===== src/rtl/msix_pkg.sv =====
package msix_pkg;
  typedef enum logic [1:0] {
    EW_ADDR_LO = 2'd0,
    EW_ADDR_HI = 2'd1,
    EW_DATA    = 2'd2,
    EW_CTRL    = 2'd3
  } entry_word_e;

  localparam int CTRL_EN_BIT   = 15;
  localparam int CTRL_MALL_BIT = 14;
  localparam int TSIZE_W       = 11;
endpackage


===== src/rtl/msix_table.sv =====
module msix_table
  import msix_pkg::*;
#(
  parameter int NVEC = 8,
  parameter int VW   = (NVEC > 1) ? $clog2(NVEC) : 1,
  parameter int AW   = VW + 4
) (
  input  logic            clk,
  input  logic            rst_n,
  input  logic            wr,
  input  logic [AW-1:0]   addr,
  input  logic [31:0]     wdata,
  output logic [31:0]     rdata,
  output logic [NVEC-1:0] vmask,
  input  logic [VW-1:0]   sel_vec,
  output logic [63:0]     sel_addr,
  output logic [31:0]     sel_data
);
  logic [31:0] alo [NVEC];
  logic [31:0] ahi [NVEC];
  logic [31:0] dat [NVEC];
  logic [VW-1:0] wvec;
  entry_word_e   word;
  logic          in_rng;

  assign wvec   = addr[AW-1:4];
  assign word   = entry_word_e'(addr[3:2]);
  assign in_rng = int'(wvec) < NVEC;

  always_ff @(posedge clk) begin
    if (!rst_n) begin
      for (int i = 0; i < NVEC; i++) begin
        alo[i] <= '0;
        ahi[i] <= '0;
        dat[i] <= '0;
      end
      vmask <= '1;
    end else if (wr && in_rng) begin
      case (word)
        EW_ADDR_LO: alo[wvec] <= wdata;
        EW_ADDR_HI: ahi[wvec] <= wdata;
        EW_DATA:    dat[wvec] <= wdata;
        default:    vmask[wvec] <= wdata[0];
      endcase
    end
  end

  always_comb begin
    rdata = '0;
    if (in_rng) begin
      case (word)
        EW_ADDR_LO: rdata = alo[wvec];
        EW_ADDR_HI: rdata = ahi[wvec];
        EW_DATA:    rdata = dat[wvec];
        default:    rdata = {31'd0, vmask[wvec]};
      endcase
    end
  end

  assign sel_addr = {ahi[sel_vec], alo[sel_vec]};
  assign sel_data = dat[sel_vec];
endmodule


===== src/rtl/msix_pending.sv =====
module msix_pending #(
  parameter int NVEC = 8
) (
  input  logic            clk,
  input  logic            rst_n,
  input  logic [NVEC-1:0] mask,
  input  logic [NVEC-1:0] hit,
  input  logic [NVEC-1:0] drop,
  input  logic [NVEC-1:0] take,
  output logic [NVEC-1:0] pend,
  output logic [NVEC-1:0] sendq
);
  always_ff @(posedge clk) begin
    if (!rst_n) begin
      pend  <= '0;
      sendq <= '0;
    end else begin
      // masked requests accumulate; unmasked pending bits move to the send set
      pend  <= ((pend | hit) & mask) & ~drop;
      sendq <= (sendq & ~take) | ((pend | hit) & ~mask);
    end
  end
endmodule


===== src/rtl/msix_emit.sv =====
module msix_emit #(
  parameter int NVEC = 8,
  parameter int VW   = (NVEC > 1) ? $clog2(NVEC) : 1
) (
  input  logic            clk,
  input  logic            rst_n,
  input  logic [NVEC-1:0] sendq,
  output logic [VW-1:0]   pick_vec,
  output logic [NVEC-1:0] take,
  input  logic [63:0]     tab_addr,
  input  logic [31:0]     tab_data,
  output logic            out_valid,
  input  logic            out_ready,
  output logic [VW-1:0]   out_vec,
  output logic [63:0]     out_addr,
  output logic [31:0]     out_data
);
  logic any, load;

  always_comb begin
    pick_vec = '0;
    for (int i = NVEC - 1; i >= 0; i--) begin
      if (sendq[i]) pick_vec = VW'(i);
    end
  end

  assign any  = |sendq;
  assign load = any && (!out_valid || out_ready);

  always_comb begin
    take = '0;
    if (load) take[pick_vec] = 1'b1;
  end

  always_ff @(posedge clk) begin
    if (!rst_n) begin
      out_valid <= 1'b0;
      out_vec   <= '0;
      out_addr  <= '0;
      out_data  <= '0;
    end else if (load) begin
      out_valid <= 1'b1;
      out_vec   <= pick_vec;
      out_addr  <= tab_addr;
      out_data  <= tab_data;
    end else if (out_ready) begin
      out_valid <= 1'b0;
    end
  end
endmodule


===== src/rtl/msix_vector_ctrl.sv =====
module msix_vector_ctrl
  import msix_pkg::*;
#(
  parameter int NUM_VEC = 8,
  localparam int VW = (NUM_VEC > 1) ? $clog2(NUM_VEC) : 1,
  localparam int AW = VW + 4
) (
  input  logic          clk,
  input  logic          rst_n,
  input  logic          cfg_wr,
  input  logic [15:0]   cfg_wdata,
  output logic [15:0]   cfg_rdata,
  input  logic          reg_wr,
  input  logic          reg_pba,
  input  logic [AW-1:0] reg_addr,
  input  logic [31:0]   reg_wdata,
  output logic [31:0]   reg_rdata,
  input  logic          use_en,
  input  logic          use_on,
  input  logic [VW:0]   use_vec,
  input  logic          irq_valid,
  input  logic [VW:0]   irq_vec,
  output logic          msg_valid,
  input  logic          msg_ready,
  output logic [VW-1:0] msg_vec,
  output logic [63:0]   msg_addr,
  output logic [31:0]   msg_data
);
  localparam int PBA_BITS  = ((NUM_VEC + 63) / 64) * 64;
  localparam int PBA_WORDS = PBA_BITS / 32;

  logic en_q, mall_q, func_mask;
  logic [NUM_VEC-1:0] vmask, mask_vec, pend_vec, sendq, take;
  logic [NUM_VEC-1:0] used_q, hit, drop;
  logic [31:0] tab_rdata, pba_rdata;
  logic [VW-1:0] pick_vec;
  logic [63:0] tab_addr;
  logic [31:0] tab_data;
  logic [PBA_BITS-1:0] pend_pad;

  always_ff @(posedge clk) begin
    if (!rst_n) begin
      en_q   <= 1'b0;
      mall_q <= 1'b0;
    end else if (cfg_wr) begin
      en_q   <= cfg_wdata[CTRL_EN_BIT];
      mall_q <= cfg_wdata[CTRL_MALL_BIT];
    end
  end
  assign cfg_rdata = {en_q, mall_q, 3'b000, TSIZE_W'(NUM_VEC - 1)};
  assign func_mask = !en_q || mall_q;
  assign mask_vec  = vmask | {NUM_VEC{func_mask}};

  always_comb begin
    hit  = '0;
    drop = '0;
    if (irq_valid && int'(irq_vec) < NUM_VEC && used_q[irq_vec[VW-1:0]])
      hit[irq_vec[VW-1:0]] = 1'b1;
    if (use_en && !use_on && int'(use_vec) < NUM_VEC)
      drop[use_vec[VW-1:0]] = 1'b1;
  end

  always_ff @(posedge clk) begin
    if (!rst_n) used_q <= '0;
    else if (use_en && int'(use_vec) < NUM_VEC) used_q[use_vec[VW-1:0]] <= use_on;
  end

  msix_table #(.NVEC(NUM_VEC), .VW(VW), .AW(AW)) u_table (
    .clk(clk), .rst_n(rst_n), .wr(reg_wr && !reg_pba), .addr(reg_addr),
    .wdata(reg_wdata), .rdata(tab_rdata), .vmask(vmask),
    .sel_vec(pick_vec), .sel_addr(tab_addr), .sel_data(tab_data)
  );

  msix_pending #(.NVEC(NUM_VEC)) u_pend (
    .clk(clk), .rst_n(rst_n), .mask(mask_vec), .hit(hit), .drop(drop),
    .take(take), .pend(pend_vec), .sendq(sendq)
  );

  msix_emit #(.NVEC(NUM_VEC), .VW(VW)) u_emit (
    .clk(clk), .rst_n(rst_n), .sendq(sendq), .pick_vec(pick_vec), .take(take),
    .tab_addr(tab_addr), .tab_data(tab_data), .out_valid(msg_valid),
    .out_ready(msg_ready), .out_vec(msg_vec), .out_addr(msg_addr), .out_data(msg_data)
  );

  assign pend_pad = PBA_BITS'(pend_vec);
  always_comb begin
    int widx;
    widx = int'(reg_addr[AW-1:2]);
    pba_rdata = '0;
    if (widx < PBA_WORDS) pba_rdata = pend_pad[widx*32 +: 32];
  end
  assign reg_rdata = reg_pba ? pba_rdata : tab_rdata;
endmodule


===== config.mk =====
export PLATFORM = sky130hd
export DESIGN_NAME = msix_vector_ctrl
export DESIGN_NICKNAME = d
export VERILOG_FILES = /design/src/rtl/msix_pkg.sv /design/src/rtl/msix_table.sv /design/src/rtl/msix_pending.sv /design/src/rtl/msix_emit.sv /design/src/rtl/msix_vector_ctrl.sv
export SDC_FILE = /design/constraint.sdc
export NUM_CORES = 2
export LEC_CHECK = 0
export BUFFER_PORTS_ARGS = -buffer_cell sky130_fd_sc_hd__clkbuf_2
export CAP_MARGIN = 20
export CORE_UTILIZATION = 46
export DETAILED_ROUTE_END_ITERATION = 6
export PLACE_DENSITY = 0.67
export SKIP_LAST_GASP = 1
export SLEW_MARGIN = 30
export SYNTH_ARGS = -nofsm -noshare
export SYNTH_HDL_FRONTEND = slang
export SYNTH_SLANG_ARGS = --single-unit

===== constraint.sdc =====
create_clock -name clk -period 8.63 [get_ports clk]
set_input_delay 1.726 -clock clk [delete_from_list [all_inputs] [get_ports clk]]
set_output_delay 1.726 -clock clk [all_outputs]
set_load 0.02 [all_outputs]

# == Yosys cells after proc, flatten, opt, wreduce, memory -nomap -nowiden ==
# Memory sizes are Yosys's and may differ from the RTL's. A register that Yosys moved wholly into a read port is not among the register bits.
# Cells that the tools add are included.
# W data, S select, Z words.
# classes
mux,52
n_eq_ne,2
reduce_logical,28
n_shift,1
order_cmp,11
bitwise_logic,11
# ops
operator,count
$mux W32,5
$pmux W32 S3,1
$reduce_or A32 Y1,3
$shiftx A64 B11 Y32,1
$mux W3,11
$and A8 B8 Y8,4
$mux W1,24
$mux W8,3
$not A8 Y8,3
$or A8 B8 Y8,3
$bwmux W8,2
$lt A3 B4 Y1 const B,4
$demux W1 S3,4
$ge A3 B1 Y1 const B,4
$logic_and A1 B1 Y1,11
$lt A4 B4 Y1 const B,2
$reduce_or A8 Y1,1
$logic_not A1 Y1,7
$bmux W1 S3,2
$lt A5 B2 Y1 const B,1
$reduce_or A3 Y1,1
$eq A2 B1 Y1 const B,1
$eq A2 B2 Y1 const B,1
$logic_not A2 Y1,1
other kinds (4),5
# word_totals
elab_cells,116
ram_bits,768
register_bits,38
out_inout_bits,148
input_bits,72
memories,3
# mem_list
name,depth,width,read_ports,rd_ports_with_merged_regs,wr,line,source
u_table.ahi,8,32,2,1,8,msix_table.sv:20,logic [31:0] ahi [NVEC];
u_table.alo,8,32,2,1,8,msix_table.sv:19,logic [31:0] alo [NVEC];
u_table.dat,8,32,2,1,8,msix_table.sv:21,logic [31:0] dat [NVEC];

# == Longest topological paths before layout ==
# logic_depth
depth_word,16
ltp_mapped,10
depth_no_buf,6

# == Hierarchy ==
# Synthesis repeated with hierarchy kept, for this count alone.
# unflattened
hier_cells,3564
hier_area_um2,46430.8
# by_module_without_submodules
module,instances,area_each_um2,cells_each,seq_area_each_um2
msix_table,1,41152.0,2903,23222.3
msix_emit,1,3582.2,462,2001.9
msix_vector_ctrl,1,1066.0,134,200.2
msix_pending,1,630.6,65,320.3

# == Worst setup path after synthesis ==
# OpenSTA, ideal clock, no wires.
# synth_path
path_type,input -> register
startpoint,input port reg_addr[3]
endpoint,memory u_table.ahi[3][0] (enable)
path_buffers,4
setup_time_ps,466
slack_ps,3094
path_stages,8
arrival_ps,5070
required_ps,8164
cell_sequence,buf_2 nor2_2 and2_1 buf_2 nand3_2 buf_2 clkbuf_1 o21ai_0
# synth_lines
element,line,source
start: declaration,msix_vector_ctrl.sv:15,"input logic [AW-1:0] reg_addr,"
end: declaration,msix_table.sv:20,

# == Worst setup path in the final report ==
# layout_path
startpoint,input port reg_addr[5]
endpoint,output port reg_rdata[16]
# layout_via
elab_chain_len,3
elab_cells_between_ends,8
classes_between,1 x order compare; 1 x shift; 3 x mux; 3 x memory
# layout_lines
element,line,source
$shiftx A64 B11 Y32 (tied with other cells),msix_vector_ctrl.sv:90,if (widx < PBA_WORDS) pba_rdata = pend_pad[widx*32 +: 32];
$mux W32 or $pmux W32 S3 (tied branches),"msix_vector_ctrl.sv:90, msix_table.sv:51",
$mux W32 *,msix_vector_ctrl.sv:92,assign reg_rdata = reg_pba ? pba_rdata : tab_rdata;
end: declaration,msix_vector_ctrl.sv:17,"output logic [31:0] reg_rdata,"
# Mark *: on every way between the ends. The rest lies on a longest branch, timed or not.

==> metrics <==
Iteration-0 DRC Markers=6911; DR vias=34200; vias in the first global route=32670; CP Class=primary input to primary output; failing checks=design-rule violations; HP Class=flip-flop to flip-flop; Place WS=1.906 ns; Worst EP arrival=5.29 ns; GRT overflow=0; fin crit period=7.015 ns; Cells after Synth=3685; combinational power share=7.5%; worst-path fanout max=41; total power=0.009910 W; Num CTS Buffers=95; Fin Setup TNS=0 ns; clk root buf=clkbuf_16; Worst setup SP type=primary input; fmax=142.5 MHz; Cell Int Power=0.007473 W; top-count cell post-synth=edfxtp_1; most instantiated cells after synthesis=edfxtp_1 (768), and2_1 (754), a21oi_1 (267); Async S/R FF share, synth=0%; max_slew headroom=23.69%; Switch Pwr=0.002437 W; unrepaired setup endpoints after global routing=false; post-route ant nets=0; ys flop type=edfxtp_1; PD cells=203.3 nW/um^2; Area contributors post-synth=edfxtp_1 (53%), and2_1 (11%), dfxtp_1 (6.2%); WL final=165600 um; WL per Instance=32.93 um; Worst EP required=6.90 ns; post-synthesis sequential area ratio=59.23%; First-pass DRT Iterations=7; Final Skew=0.02984 ns; Global Route Usage Sum=33.95%; io pins=220; worst skew pair latency=0.69 ns; Die H=309.4 um; initial antenna violation count=8; Rows=112; Max-Cap Viols=0; Flop pwr share=50.8%; Post-synth EDFFs=768; Placeable Area=93470 sq um; count of different cell masters after synthesis=70; Slew Limit Fails=0; Area Growth Syn to Fin=12.15%; first-pass GRT wire length=232300 um; status=finished with violations; period utilisation layout=81.29%; drc violations=78; CTS tree=yes; cell taking the most area after synthesis=edfxtp_1; Yosys warning total=0; clk slew on worst S/H paths=0.06 ns; CTS max path bufs=3; clock sinks=902; FF+latch count, synth=902; H-Tree Depth=3; Slew @ Worst Pin=1.145 ns; layout cells sized above 1=15.94%; gpl congestion=0.9138; Initial Util=46.50%; Resize count post-CTS=0; Sw Share=24.59%; Worst Setup End Kind=primary output; largest net degree at the start of global routing=143; # setup viols final=0; # port buffers=189; worst vdd ir=180.9 uV; Hold-fix buffers, CTS=0; final worst slack=1.615 ns; Post-CTS Setup Repair Bufs=0; DIE WIDTH=309.4 um; final net count=3762; leakage power=18.02 nW; die area=95720 sq um; Mapped Area=43470 sq um; Yosys top cell area share=53.06%; DP Wirelength=92810 um; Hold Vio Cnt, Final=0; Synth Area per Inst=11.80 sq um; Vias/cell=6.802; power share of the clock group=41.8%
-- cells by family (layout without fill, tap and decap cells) --
group,after synthesis,count (layout),share of synthesized area (%)
compound gates,1009,1009,17.19
buf+inv,414,488,4.260
flops,902,902,59.23
mux,123,123,3.578
other cells,2,17,0.01728
simple gates,1235,1235,15.72
-- cells in the final DEF, fill, tap and decap left out, types with 14 or more instances in the layout --
| cell | n |
|---|---|
| dfxtp_1 | 134 |
| mux2i_1 | 53 |
| a221oi_1 | 76 |
| clkinv_2 | 21 |
| and2_1 | 751 |
| nor2_1 | 70 |
| nor2_2 | 27 |
| a22oi_1 | 158 |
| clkbuf_1 | 22 |
| nor2b_1 | 17 |
| nand4_1 | 19 |
| o21ai_4 | 24 |
| nand2_1 | 252 |
| nor3_1 | 32 |
| nand3_1 | 16 |
| o22ai_1 | 14 |
| clkbuf_2 | 185 |
| edfxtp_1 | 768 |
| mux2_2 | 49 |
| conb_1 | 14 |
| buf_4 | 109 |
| a222oi_1 | 192 |
| mux4_2 | 21 |
| a211o_1 | 95 |
| clkbuf_16 | 97 |
| o21ai_0 | 61 |
| a22o_1 | 17 |
| a21oi_1 | 267 |
-- registers in the layout, summed over array words and instances, names as in the netlist --
register,cells
u_emit.out_addr,64
u_emit.out_valid,1
u_emit.out_vec,3
u_table.alo,256
mall_q,1
used_q,8
u_pend.pend,8
u_pend.sendq,8
en_q,1
u_table.dat,256
u_table.ahi,256
u_emit.out_data,32
u_table.vmask,8
-- path summary, 6_finish.rpt --
path | startpoint | to | slack [ns] | cells past startpoint
max | reg_addr[5] | reg_rdata[16] | 1.61 | 10
min | u_emit.out_vec[0] | u_emit.out_vec[0] | 0.46 | 2
max reg2reg | u_pend.sendq[4] | u_emit.out_addr[49] | 5.10 | 8
min reg2reg | u_emit.out_vec[0] | u_emit.out_vec[0] | 0.46 | 2
-- final cells by class --
cell class | instances | area (sq um)
Fill cell | 7961 | 44720
Sequential cell | 902 | 25740
Multi-Input combinational cell | 2381 | 16370
Clock buffer | 128 | 2634
Timing Repair Buffer | 302 | 1911
Tap cell | 1254 | 1569
Clock inverter | 50 | 483.0
Inverter | 8 | 30.03
Antenna cell | 3 | 7.507
-- per-layer routing --
metal	track usage (%)	part of all wire, %
met5	0	0.0066
met4	19.89	6.3
met3	8.061	14
met2	51.08	44
met1	44.80	36
-- critical path, cell delays in order --
cell	delay (ns)
buf_4	0.34
nor2_2	0.17
buf_4	0.46
and2_2	1.02
buf_4	0.40
a22o_1	0.18
a221oi_1	0.05
o21ai_0	0.20
o2bb2ai_1	0.38
clkbuf_2	0.29
-- per-stage QoR --
| stage | hold WS [ns] | area, sq um | utilization [%] | instances |
|---|---|---|---|---|
| after global routing | 0.4770 | 48750 | 52.15 | 5027 |
| after floorplan | 0.4403 | 43510 | - | 3697 |
| after detailed placement | 0.4520 | 45570 | 48.75 | 4845 |
| final | 0.4599 | 48750 | 52.15 | 5028 |
| after global placement | 0.4488 | 45520 | 48.70 | 4843 |
| after CTS | 0.4656 | 48680 | 52.09 | 5023 |
-- power by group through the flow --
stage                     sequential, W  clock (W)  combinational (W)
after CTS                       0.00502    0.00415           0.000712
after detailed placement        0.00511          0           0.000710
after global routing            0.00505    0.00433           0.000753
after global placement          0.00510          0           0.000703
final                           0.00503    0.00414           0.000739
after floorplan                 0.00509          0           0.000396
Power figures use the tool's default switching activity.
